===== config.mk =====
export PLATFORM = sky130hd
export DESIGN_NAME = ddr_serializer
export DESIGN_NICKNAME = d
export VERILOG_FILES = /design/src/rtl/ddr_ser_pkg.sv /design/src/rtl/ddr_pos_capture.sv /design/src/rtl/ddr_neg_stage.sv /design/src/rtl/ddr_phase_mux.sv /design/src/rtl/ddr_serializer.sv
export SDC_FILE = /design/constraint.sdc
export NUM_CORES = 1
export LEC_CHECK = 0
export BUFFER_PORTS_ARGS = -buffer_cell sky130_fd_sc_hd__buf_4
export CAP_MARGIN = 20
export CORE_UTILIZATION = 30
export DETAILED_ROUTE_END_ITERATION = 12
export GPL_TIMING_DRIVEN = 0
export PLACE_DENSITY = 0.52
export SLEW_MARGIN = 20
export SYNTH_ARGS = -nofsm -noshare
export SYNTH_HDL_FRONTEND = slang
export SYNTH_SLANG_ARGS = --single-unit

===== constraint.sdc =====
create_clock -name clk -period 1.15 [get_ports clk]
set_input_delay 0.115 -clock clk [delete_from_list [all_inputs] [get_ports clk]]
set_output_delay 0.115 -clock clk [all_outputs]
set_load 0.005 [all_outputs]

===== src/rtl/ddr_ser_pkg.sv =====
package ddr_ser_pkg;

  typedef enum logic {
    HALF_LOW  = 1'b0,
    HALF_HIGH = 1'b1
  } half_e;

  function automatic half_e half_of(input logic level);
    return level ? HALF_HIGH : HALF_LOW;
  endfunction

endpackage


===== src/rtl/ddr_pos_capture.sv =====
module ddr_pos_capture #(
  parameter int WIDTH = 8
) (
  input  logic             clk,
  input  logic             rst,
  input  logic             en,
  input  logic [WIDTH-1:0] rst_val,
  input  logic [WIDTH-1:0] in_first,
  input  logic [WIDTH-1:0] in_second,
  output logic [WIDTH-1:0] first_q,
  output logic [WIDTH-1:0] second_q
);

  always_ff @(posedge clk) begin
    if (rst) begin
      first_q  <= rst_val;
      second_q <= rst_val;
    end else if (en) begin
      first_q  <= in_first;
      second_q <= in_second;
    end
  end

  // a reset edge loads the reset word whatever the enable is
  p_reset_load_r1: assert property (@(posedge clk)
    rst |=> (first_q == $past(rst_val)) && (second_q == $past(rst_val)));

  // an enabled edge captures both words of the pair
  p_capture_r2: assert property (@(posedge clk) disable iff (rst)
    (!$past(rst) && en) |=> (first_q == $past(in_first)) && (second_q == $past(in_second)));

  // a disabled edge keeps the pair
  p_hold_r4: assert property (@(posedge clk) disable iff (rst)
    !en |=> $stable(first_q) && $stable(second_q));

endmodule


===== src/rtl/ddr_neg_stage.sv =====
module ddr_neg_stage #(
  parameter int WIDTH = 8
) (
  input  logic             clk,
  input  logic [WIDTH-1:0] d,
  output logic [WIDTH-1:0] q
);

  always_ff @(negedge clk) begin
    q <= d;
  end

endmodule


===== src/rtl/ddr_phase_mux.sv =====
module ddr_phase_mux
  import ddr_ser_pkg::*;
#(
  parameter int WIDTH = 8
) (
  input  logic             clk,
  input  logic [WIDTH-1:0] high_word,
  input  logic [WIDTH-1:0] low_word,
  output logic [WIDTH-1:0] line
);

  half_e half;

  always_comb begin
    half = half_of(clk);
    case (half)
      HALF_HIGH: line = high_word;
      default:   line = low_word;
    endcase
  end

endmodule


===== src/rtl/ddr_serializer.sv =====
module ddr_serializer #(
  parameter int WIDTH = 8
) (
  input  logic             clk,
  input  logic             rst,
  input  logic             en,
  input  logic [WIDTH-1:0] rst_val,
  input  logic [WIDTH-1:0] word_first,
  input  logic [WIDTH-1:0] word_second,
  output logic [WIDTH-1:0] ddr_q
);

  logic [WIDTH-1:0] cap_first;
  logic [WIDTH-1:0] cap_second;
  logic [WIDTH-1:0] late_second;

  ddr_pos_capture #(.WIDTH(WIDTH)) u_capture (
    .clk       (clk),
    .rst       (rst),
    .en        (en),
    .rst_val   (rst_val),
    .in_first  (word_first),
    .in_second (word_second),
    .first_q   (cap_first),
    .second_q  (cap_second)
  );

  ddr_neg_stage #(.WIDTH(WIDTH)) u_retime (
    .clk (clk),
    .d   (cap_second),
    .q   (late_second)
  );

  ddr_phase_mux #(.WIDTH(WIDTH)) u_mux (
    .clk       (clk),
    .high_word (cap_first),
    .low_word  (late_second),
    .line      (ddr_q)
  );

  // at each rising edge the re-timed word matches the captured second word
  p_retime_follow_r3: assert property (@(posedge clk) disable iff (rst)
    !$past(rst) |-> late_second == cap_second);

  // just before a falling edge the line carries the first-word register
  p_high_half_r6: assert property (@(negedge clk) disable iff (rst)
    ddr_q == cap_first);

  // just before a rising edge the line carries the re-timed second word
  p_low_half_r6: assert property (@(posedge clk) disable iff (rst)
    !$past(rst) |-> ddr_q == late_second);

endmodule


After elaboration in Yosys (flattened, before gate mapping):

Index checks and enable logic that the tools add are counted.

* ROM bits: 0
* memories kept: 0
* bits in registers: 24
* bits in latches: 0
* memory bits (writable): 0
* word-level logic and storage cells: 10

* add/subtract/negate cells: 0
* reductions and logical operators: 1
* bitwise operators: 0
* mux-type cells: 6
* divide/modulo/power cells: 0
* shift-type cells: 0
* magnitude comparators: 0
* multipliers: 0
* equal/unequal tests: 0

Operators with widths (count)
* $mux W8: 5
* $reduce_bool A2 Y1: 1
* $mux W1: 1

Depth between registers and ports, before layout:

Gate-level depths: netlist of the first run.

* depth in word-level cells: 2
* gate-level depth with buffers: 3

Cells and area by module:

From an unflattened synthesis of the first run, not the netlist that was laid out.

* cells, all modules: 53
* area total of the unflattened synthesis: 1027.2 um2

Modules (own cells, without submodules)
* ddr_pos_capture: area each 732.0 um2, cells an instance 35, seq. area each 480.5 um2, times used 1
* ddr_neg_stage: area each 163.9 um2, cells an instance 9, seq. area each 160.2 um2, times used 1
* ddr_phase_mux: area each 131.4 um2, cells an instance 9, seq. area each 0.0 um2, times used 1

==> impl_metrics.py, run 1 <==
metrics = {
    "outcome": {
        "outcome": "complete, but fails checks",
        "violations": "negative setup slack",
    },
    "clocking": {
        "clk_pin_slew_ns": 0.10,
        "post_cts_buffers": 0,
        "tritoncts": "yes",
        "clock_latency_ns": 0.79,
    },
    "grt": {
        "grt_overflow": 0,
        "use_met2": 0.230,
        "top_usage_layer": "met2",
        "grt_max_degree": 17,
        "met1_usage": 0.114,
        "grt_pass1_wl_um": 3590,
        "grt_pass1_vias": 973,
        "grt_use_total": 0.146,
        "antenna_found_initial": 0,
        "global_route.usage.met3": 0.0895,
    },
    "yosys": {
        "synth_nets": 80,
        "synth-seq-cells": 24,
        "synth_sequential_area_ratio": 0.646,
        "synth_area_per_cell_um2": 18.7,
        "syn_area_um2": 991,
        "ys.warnings.count": 0,
        "ys_types": 9,
        "synthCells": 53,
    },
    "timing": {
        "finalSetupViolations": 8,
        "slew_viol_final": 0,
        "hold_viol_final": 0,
        "rsz0062_at_grt": "true",
        "setup_slack_ns": -0.998,
        "worstMarginPinSlew_ns": 0.223,
        "fin_setup_tns_ns": -7.90,
        "fin_skew_ns": 0.0760,
        "relSlewSlack": 0.851,
    },
    "setup_path": {
        "endpoint_kind": "output pin",
        "crit_chain": "mux2_2 -> buf_6",
        "cp-start-kind": "flop",
        "path_max_fanout": 1,
        "arrival_ns": 2.03,
        "slowest_stage": "dfxtp_1",
        "slowest_delay_ns": 0.29,
        "path_class": "reg -> out",
        "required_ns": 1.03,
    },
    "routing": {
        "firstDrtPassIters": 4,
        "wl_per_cell_um": 11.4,
        "dr_total_vias": 780,
        "first_iter_violations": 8,
        "ant_nets": 0,
        "via_per_inst": 4.17,
        "drt_wl_total_um": 2130,
        "drc": 0,
    },
    "placed_design": {
        "io_buffers": 33,
        "place.gp.congestion": 0.620,
        "pre_cts_ws_ns": -0.192,
        "dp_hpwl_um": 1190,
    },
    "floorplan": {
        "rows": 20,
        "die-height_um": 59.5,
        "die_x_um": 59.5,
        "num_io_pins": 35,
        "core_mm2": 0.00310,
        "die-area_mm2": 0.00354,
        "start_util": 0.319,
    },
    "hold_path": {
        "hold_class": "in -> reg",
    },
    "finish": {
        "nNetsFinal": 171,
        "antenna_cells": 0,
        "syn_to_final_growth_pct": 83.8,
        "drive_above_1_share": 0.538,
    },
    "flow_run": {
        "maxCapViolCount": 0,
    },
    "power_and_ir_drop": {
        "leakage_nw": 0.827,
        "powerDensity_mw_per_mm2": 1850,
        "vdd_ir_drop_max_mv": 0.471,
    },
}
==> placed cells by master, fill, tap and decap left out <==
cell type	synthesis	routed
mux2_2	15	11
clkinv_1	0	1
inv_1	1	8
buf_4	0	25
dlygate4sd3_1	0	33
dfxtp_1	8	8
mux2_4	9	13
clkbuf_4	0	16
buf_2	1	1
buf_6	1	9
or2_4	0	1
edfxtp_1	16	16
buf_12	1	1
==> routing by layer <==
metal	part of all wire	vias up
met5	0	-
met4	0.024	0
met3	0.047	7
met2	0.59	25
met1	0.34	372
li1	-	376
==> worst max-delay path: cells and delay by family (launching register included) <==
| kind | cells | cell delay, ns |
|---|---|---|
| buffers and inverters | 1 | 0.11 |
| flip-flops | 1 | 0.29 |
| multiplexers | 1 | 0.26 |
==> synth_stat cells <==
master	n	area (µm²)
dfxtp_1	8	160
buf_6	1	11.3
edfxtp_1	16	480
mux2_4	9	135
inv_1	1	3.75
buf_2	1	5.00
or2_1	1	6.26
buf_12	1	20.0
mux2_2	15	169
==> sequential cells by signal (all words and copies together), names as in the netlist <==
name	count
u_capture.first_q	8
u_capture.second_q	8
u_retime.q	8
==> through the flow <==
stage	instance area, µm²	hold WS, ns	utilization	power, mW	std cells
after floorplan	993	0.332	-	1.59	53
after global placement	1300	0.419	0.418	1.91	130
after detailed placement	1300	0.419	0.418	1.92	130
after CTS	1810	0.112	0.585	3.42	187
after global routing	1820	0.109	0.587	3.61	187
final	1820	0.114	0.587	3.37	187
==> final cells by class <==
cell class	count	area, µm²
tap	44	55.1
timing repair buffer	58	518
clock inverter	9	33.8
fill	264	1280
sequential	24	641
multi-input combinational	25	328
buffer	3	36.3
clock buffer	24	210
==> logic make-up after synthesis <==
group | after synthesis | share of synthesized area
buf+inv | 4 | 0.0404
flops | 24 | 0.646
simple gates | 1 | 0.00632
mux | 24 | 0.307
==> timing repair <==
item	in CTS	in global routing
cloned	0	0
hold buffers	33	0
hold endpoints to repair	32	0
endpoints found under the setup margin	8	8
resized for setup	10	2
==> final timing paths <==
path / start / to / slack (ns) / depth (start not counted)
min: rst / u_capture.second_q[0] / 0.11 / 3
max reg2reg: u_capture.second_q[3] / u_retime.q[3] / 0.14 / 0
max: u_retime.q[6] / ddr_q[6] / -1.0 / 2
min reg2reg: u_capture.second_q[6] / u_retime.q[6] / 0.86 / 0
==> power by group <==
group          leakage (nW)  switching, mW  internal [mW]  total [mW]
clock network         0.219          0.770           1.27        2.04
registers             0.231         0.0215           1.03        1.05
logic                 0.378         0.0712          0.210       0.281
total                 0.827          0.862           2.51        3.37
Power figures use the tool's default switching activity.
==> inputs of run 2 (changes only) <==
Settings changed: GPL_TIMING_DRIVEN 0 to unset.
==> impl_metrics.py, run 2 (synthesized netlist as in run 1, its figures left out) <==
metrics = {
    "finish": {
        "syn_to_final_growth_pct": 65.5,
        "final_cell_mix": "26 x buf_4, 24 x dlygate4sd3_1, 16 x edfxtp_1, 14 x mux2_4, 10 x mux2_2",
        "drive_above_1_share": 0.545,
        "nNetsFinal": 151,
        "fillers": 281,
        "final_util": 0.529,
        "layout_commonest_cell": "buf_4",
        "fin_area_mm2": 0.00164,
        "antenna_cells": 0,
        "reg_top3": "u_capture.first_q (8), u_capture.second_q (8), u_retime.q (8)",
        "final_cells": 167,
    },
    "placed_design": {
        "pre_cts_ws_ns": -0.195,
        "dp.cells": 128,
        "dp_hpwl_um": 1110,
        "place.gp.congestion": 0.612,
        "postPlaceCellArea_mm2": 0.00127,
        "io_buffers": 34,
    },
    "setup_path": {
        "endpoint_kind": "output pin",
        "slowest_stage": "dfxtp_1",
        "slowest_delay_ns": 0.29,
        "crit_chain": "mux2_4 -> buf_6",
        "arrival_ns": 1.74,
        "cp-start-kind": "flop",
        "path_max_fanout": 1,
        "path_class": "reg -> out",
        "required_ns": 1.03,
    },
    "routing": {
        "dr_total_vias": 689,
        "wl_per_cell_um": 11.1,
        "firstDrtPassIters": 2,
        "via_per_inst": 4.13,
        "first_iter_violations": 14,
        "ant_nets": 0,
        "drc": 0,
        "drt_wl_total_um": 1850,
    },
    "grt": {
        "grt_overflow": 0,
        "grt_pass1_wl_um": 3020,
        "antenna_found_initial": 0,
        "grt_pass1_vias": 809,
        "grt_max_degree": 18,
        "grt_use_total": 0.121,
    },
    "power_and_ir_drop": {
        "power_frac_comb": 0.080,
        "intPower_mw": 2.10,
        "vdd_ir_drop_max_mv": 0.415,
        "switchingPower_uw": 740,
        "p_clk_frac": 0.552,
        "switching_share": 0.260,
        "leakage_nw": 0.736,
        "powerDensity_mw_per_mm2": 1730,
        "total_power_mw": 2.84,
        "pwr-share-seq": 0.368,
    },
    "timing": {
        "rsz0062_at_grt": "true",
        "fin_setup_tns_ns": -5.52,
        "finalSetupViolations": 8,
        "fin_hold_ws_ns": 0.171,
        "worstMarginPinSlew_ns": 0.263,
        "setup_slack_ns": -0.701,
        "hold_viol_final": 0,
        "slew_viol_final": 0,
        "relSlewSlack": 0.825,
        "fin_skew_ns": 0.0760,
    },
    "floorplan": {
        "core_mm2": 0.00310,
        "die-height_um": 59.5,
        "num_io_pins": 35,
        "rows": 20,
        "start_util": 0.319,
        "die_x_um": 59.5,
        "die-area_mm2": 0.00354,
    },
    "clocking": {
        "clk_pin_slew_ns": 0.14,
        "tritoncts": "yes",
        "clock_latency_ns": 0.49,
    },
    "outcome": {
        "outcome": "complete, but fails checks",
        "violations": "negative setup slack",
    },
    "hold_path": {
        "hold_class": "in -> reg",
    },
    "flow_run": {
        "maxCapViolCount": 0,
    },
}
==> run 2: cell count changes in the layout (fill, tap and decap cells not counted), sizes merged <==
cell,before,now
clkbuf,16,7
clkinvlp,0,1
clkinv,1,0
dlygate4sd3,33,24
buf,36,34
==> run 2: per-layer routing <==
metal  vias up  global-route usage  wire length, µm
li1        336                   -                -
met1       326               0.104              685
met2        22               0.185             1040
met3         5              0.0611               70
met4         0               0.150               53
met5         -                   0                0
==> run 2: critical path: cells and delay by family, from the launching register on <==
kind                   cells  cell delay [ns]
DFF                        1             0.29
buffers and inverters      1             0.11
muxes                      1             0.27
==> run 2: final cells by class <==
class,count,area [µm²],share of cell area
clock inverters,9,35.0,0.0214
multi-input cells,25,332,0.202
clock buffers,15,143,0.0870
well taps,44,55.1,0.0336
flip-flops and latches,24,641,0.391
repair buffers,50,435,0.265
==> run 2: path summary, 6_finish.rpt <==
kind / start / to / slack, ns / depth (start not counted)
max: u_retime.q[6] / ddr_q[6] / -0.70 / 2
min: en / u_capture.second_q[2] / 0.17 / 2
max reg2reg: u_capture.second_q[3] / u_retime.q[3] / 0.13 / 0
min reg2reg: u_capture.second_q[2] / u_retime.q[2] / 0.88 / 0
==> run 2: power groups by stage <==
stage	clock (mW)	combinational, mW	sequential (mW)
floorplan	0.444	0.0928	1.06
finish	1.57	0.227	1.05
global route	1.74	0.245	1.05
CTS	1.62	0.221	1.05
detailed placement	0.574	0.163	1.06
global placement	0.574	0.158	1.06
==> run 2: what timing repair did <==
item                       in CTS  in global routing
gates resized for setup        12                  1
setup endpoints to repair       8                  8
setup buffers                   0                  0
hold buffers                   21                  3
hold endpoints to repair       14                  2
==> inputs of run 3 (changes only) <==
Settings changed: ABC_AREA set to 1.
==> impl_metrics.py, run 3 <==
metrics = {
    "outcome": {
        "outcome": "complete, but fails checks",
        "violations": "design-rule violations, negative setup slack",
    },
    "finish": {
        "reg_top3": "u_capture.first_q (8), u_capture.second_q (8), u_retime.q (8)",
        "multiInputGateArea_um2": 264,
        "syn_to_final_growth_pct": 66.4,
        "regArea_um2": 641,
        "final_cells": 205,
        "fin_area_mm2": 0.00158,
        "drive_above_1_share": 0.460,
        "layout_commonest_cell": "nand2_1",
        "fillers": 279,
        "antenna_cells": 0,
        "nNetsFinal": 186,
        "final_cell_mix": "57 x nand2_1, 31 x buf_4, 16 x inv_2, 16 x edfxtp_1, 8 x dfxtp_1",
    },
    "placed_design": {
        "pre_cts_ws_ns": -0.0293,
        "dp_hpwl_um": 1150,
        "place.gp.congestion": 0.732,
        "io_buffers": 34,
        "dp.cells": 170,
        "postPlaceCellArea_mm2": 0.00124,
    },
    "grt": {
        "antenna_found_initial": 0,
        "grt_overflow": 0,
        "grt_pass1_wl_um": 3160,
        "grt_pass1_vias": 952,
        "grt_use_total": 0.134,
        "grt_max_degree": 17,
    },
    "routing": {
        "firstDrtPassIters": 8,
        "first_iter_violations": 21,
        "drc": 1,
        "drt_wl_total_um": 1810,
        "dr_total_vias": 815,
        "ant_nets": 0,
        "via_per_inst": 3.98,
        "wl_per_cell_um": 8.84,
    },
    "setup_path": {
        "r2r-start": "u_capture.second_q[6]",
        "worstReg2RegEnd": "u_retime.q[6]",
        "cp-start-kind": "flop",
        "required_ns": 1.03,
        "arrival_ns": 1.46,
        "path_max_fanout": 1,
        "crit_end": "ddr_q[5]",
        "ff2ff_setup_slack_ns": -0.13,
        "endpoint_kind": "output pin",
        "slowest_delay_ns": 0.29,
        "reg2reg_depth": 0,
        "slowest_stage": "dfxtp_1",
        "path_class": "reg -> out",
        "crit_chain": "nand2_1 -> nand2_2 -> buf_6",
        "crit_start": "u_retime.q[5]",
    },
    "timing": {
        "setup_slack_ns": -0.422,
        "fin_setup_tns_ns": -3.25,
        "worstMarginPinSlew_ns": 0.144,
        "relSlewSlack": 0.904,
        "hold_viol_final": 0,
        "slew_viol_final": 0,
        "rsz0062_at_grt": "true",
        "fin_skew_ns": 0.214,
        "finalSetupViolations": 18,
    },
    "floorplan": {
        "die-area_mm2": 0.00339,
        "die-height_um": 58.2,
        "core_mm2": 0.00303,
        "die_x_um": 58.2,
        "num_io_pins": 35,
        "rows": 20,
        "start_util": 0.313,
    },
    "yosys": {
        "syn_area_um2": 948,
        "synth_top_area_share": 0.507,
        "synth_most_common_cell": "nand2_1",
        "ys.warnings.count": 0,
        "yosys-top-cells-count": "59 x nand2_1, 16 x edfxtp_1, 8 x dfxtp_1",
        "synthTopCellsByArea": "edfxtp_1 51%, nand2_1 23%, dfxtp_1 17%",
        "synthCells": 94,
        "ys_types": 10,
        "synth_area_per_cell_um2": 10.1,
        "synth_top_flop_cell": "edfxtp_1",
        "synth_top_cell_by_area": "edfxtp_1",
        "async_flop_share": 0,
        "synth-edff-count": 16,
        "synth-seq-cells": 24,
        "synth_nets": 121,
        "synth_sequential_area_ratio": 0.675,
    },
    "clocking": {
        "tritoncts": "yes",
        "clk_pin_slew_ns": 0.04,
        "clock_latency_ns": 0.52,
    },
    "flow_run": {
        "maxCapViolCount": 0,
    },
    "power_and_ir_drop": {
        "powerDensity_mw_per_mm2": 2670,
        "vdd_ir_drop_max_mv": 0.732,
        "total_power_mw": 4.22,
        "leakage_nw": 0.811,
    },
    "hold_path": {
        "hold_class": "in -> reg",
    },
}
## run 3: cell types whose count changed after synthesis
| cell | delta |
|---|---|
| mux2_4 | -9 |
| inv_6 | +1 |
| mux2_2 | -15 |
| nand2_1 | +59 |
| nand2_2 | +5 |
| inv_2 | +1 |
| inv_1 | -1 |
## run 3: where the power goes
| part | internal (mW) | switching [mW] |
|---|---|---|
| logic | 0.0911 | 0.0681 |
| clock network | 1.89 | 1.12 |
| registers | 1.03 | 0.0197 |
## run 3: final cells by class
class,count,area share
timing repair buffer,31,0.162
multi-input combinational,65,0.167
tap,44,0.0349
sequential,24,0.406
clock buffer,21,0.141
inverter,1,0.00555
clock inverter,19,0.0833
## run 3: cell families after synthesis
logic type | count (synthesis) | synth area share
buf+inv | 5 | 0.0514
flops | 24 | 0.675
simple gates | 65 | 0.273
## run 3: how the worst min path moves through the flow
stage / start / end / slack (ns) / cells past startpoint
final: rst_val[2] / u_capture.first_q[2] / 0.002 / 3
after CTS: rst_val[2] / u_capture.first_q[2] / 0.02 / 3
after global routing: rst_val[2] / u_capture.first_q[2] / 0.01 / 3
after global placement: clk / ddr_q[4] / 0.29 / 3
after detailed placement: clk / ddr_q[0] / 0.29 / 3
after floorplan: word_first[4] / u_capture.first_q[4] / 0.29 / 2
## run 3: worst max-delay path: cells and delay by family (launching register included)
kind                   cells  cell delay, ns
AND/OR/NAND/NOR            2            0.12
buffers and inverters      1            0.11
flip-flops                 1            0.29
## run 3: through the flow
step / util / hold slack (ns)
2_1_floorplan: - / 0.288
5_1_grt: 0.521 / 0.0115
3_5_place_dp: 0.410 / 0.286
3_3_place_gp: 0.410 / 0.286
6_report: 0.521 / 0.00222
4_1_cts: 0.513 / 0.0170
## run 3: timing repair
item                                    4_1_cts  5_1_grt
pin swaps                                     9        6
gates resized for setup                       8        8
endpoints found under the setup margin       24       21
buffers inserted                              4        0
hold buffers                                  4        0
hold endpoints to repair                      3        0
## run 3: routing by layer
| metal | routed length [µm] | GRT usage | vias to the layer above |
|---|---|---|---|
| met5 | 0 | 0 | - |
| met4 | 9 | 0.170 | 0 |
| met3 | 73 | 0.114 | 2 |
| met2 | 952 | 0.161 | 23 |
| met1 | 778 | 0.121 | 362 |
| li1 | - | - | 428 |
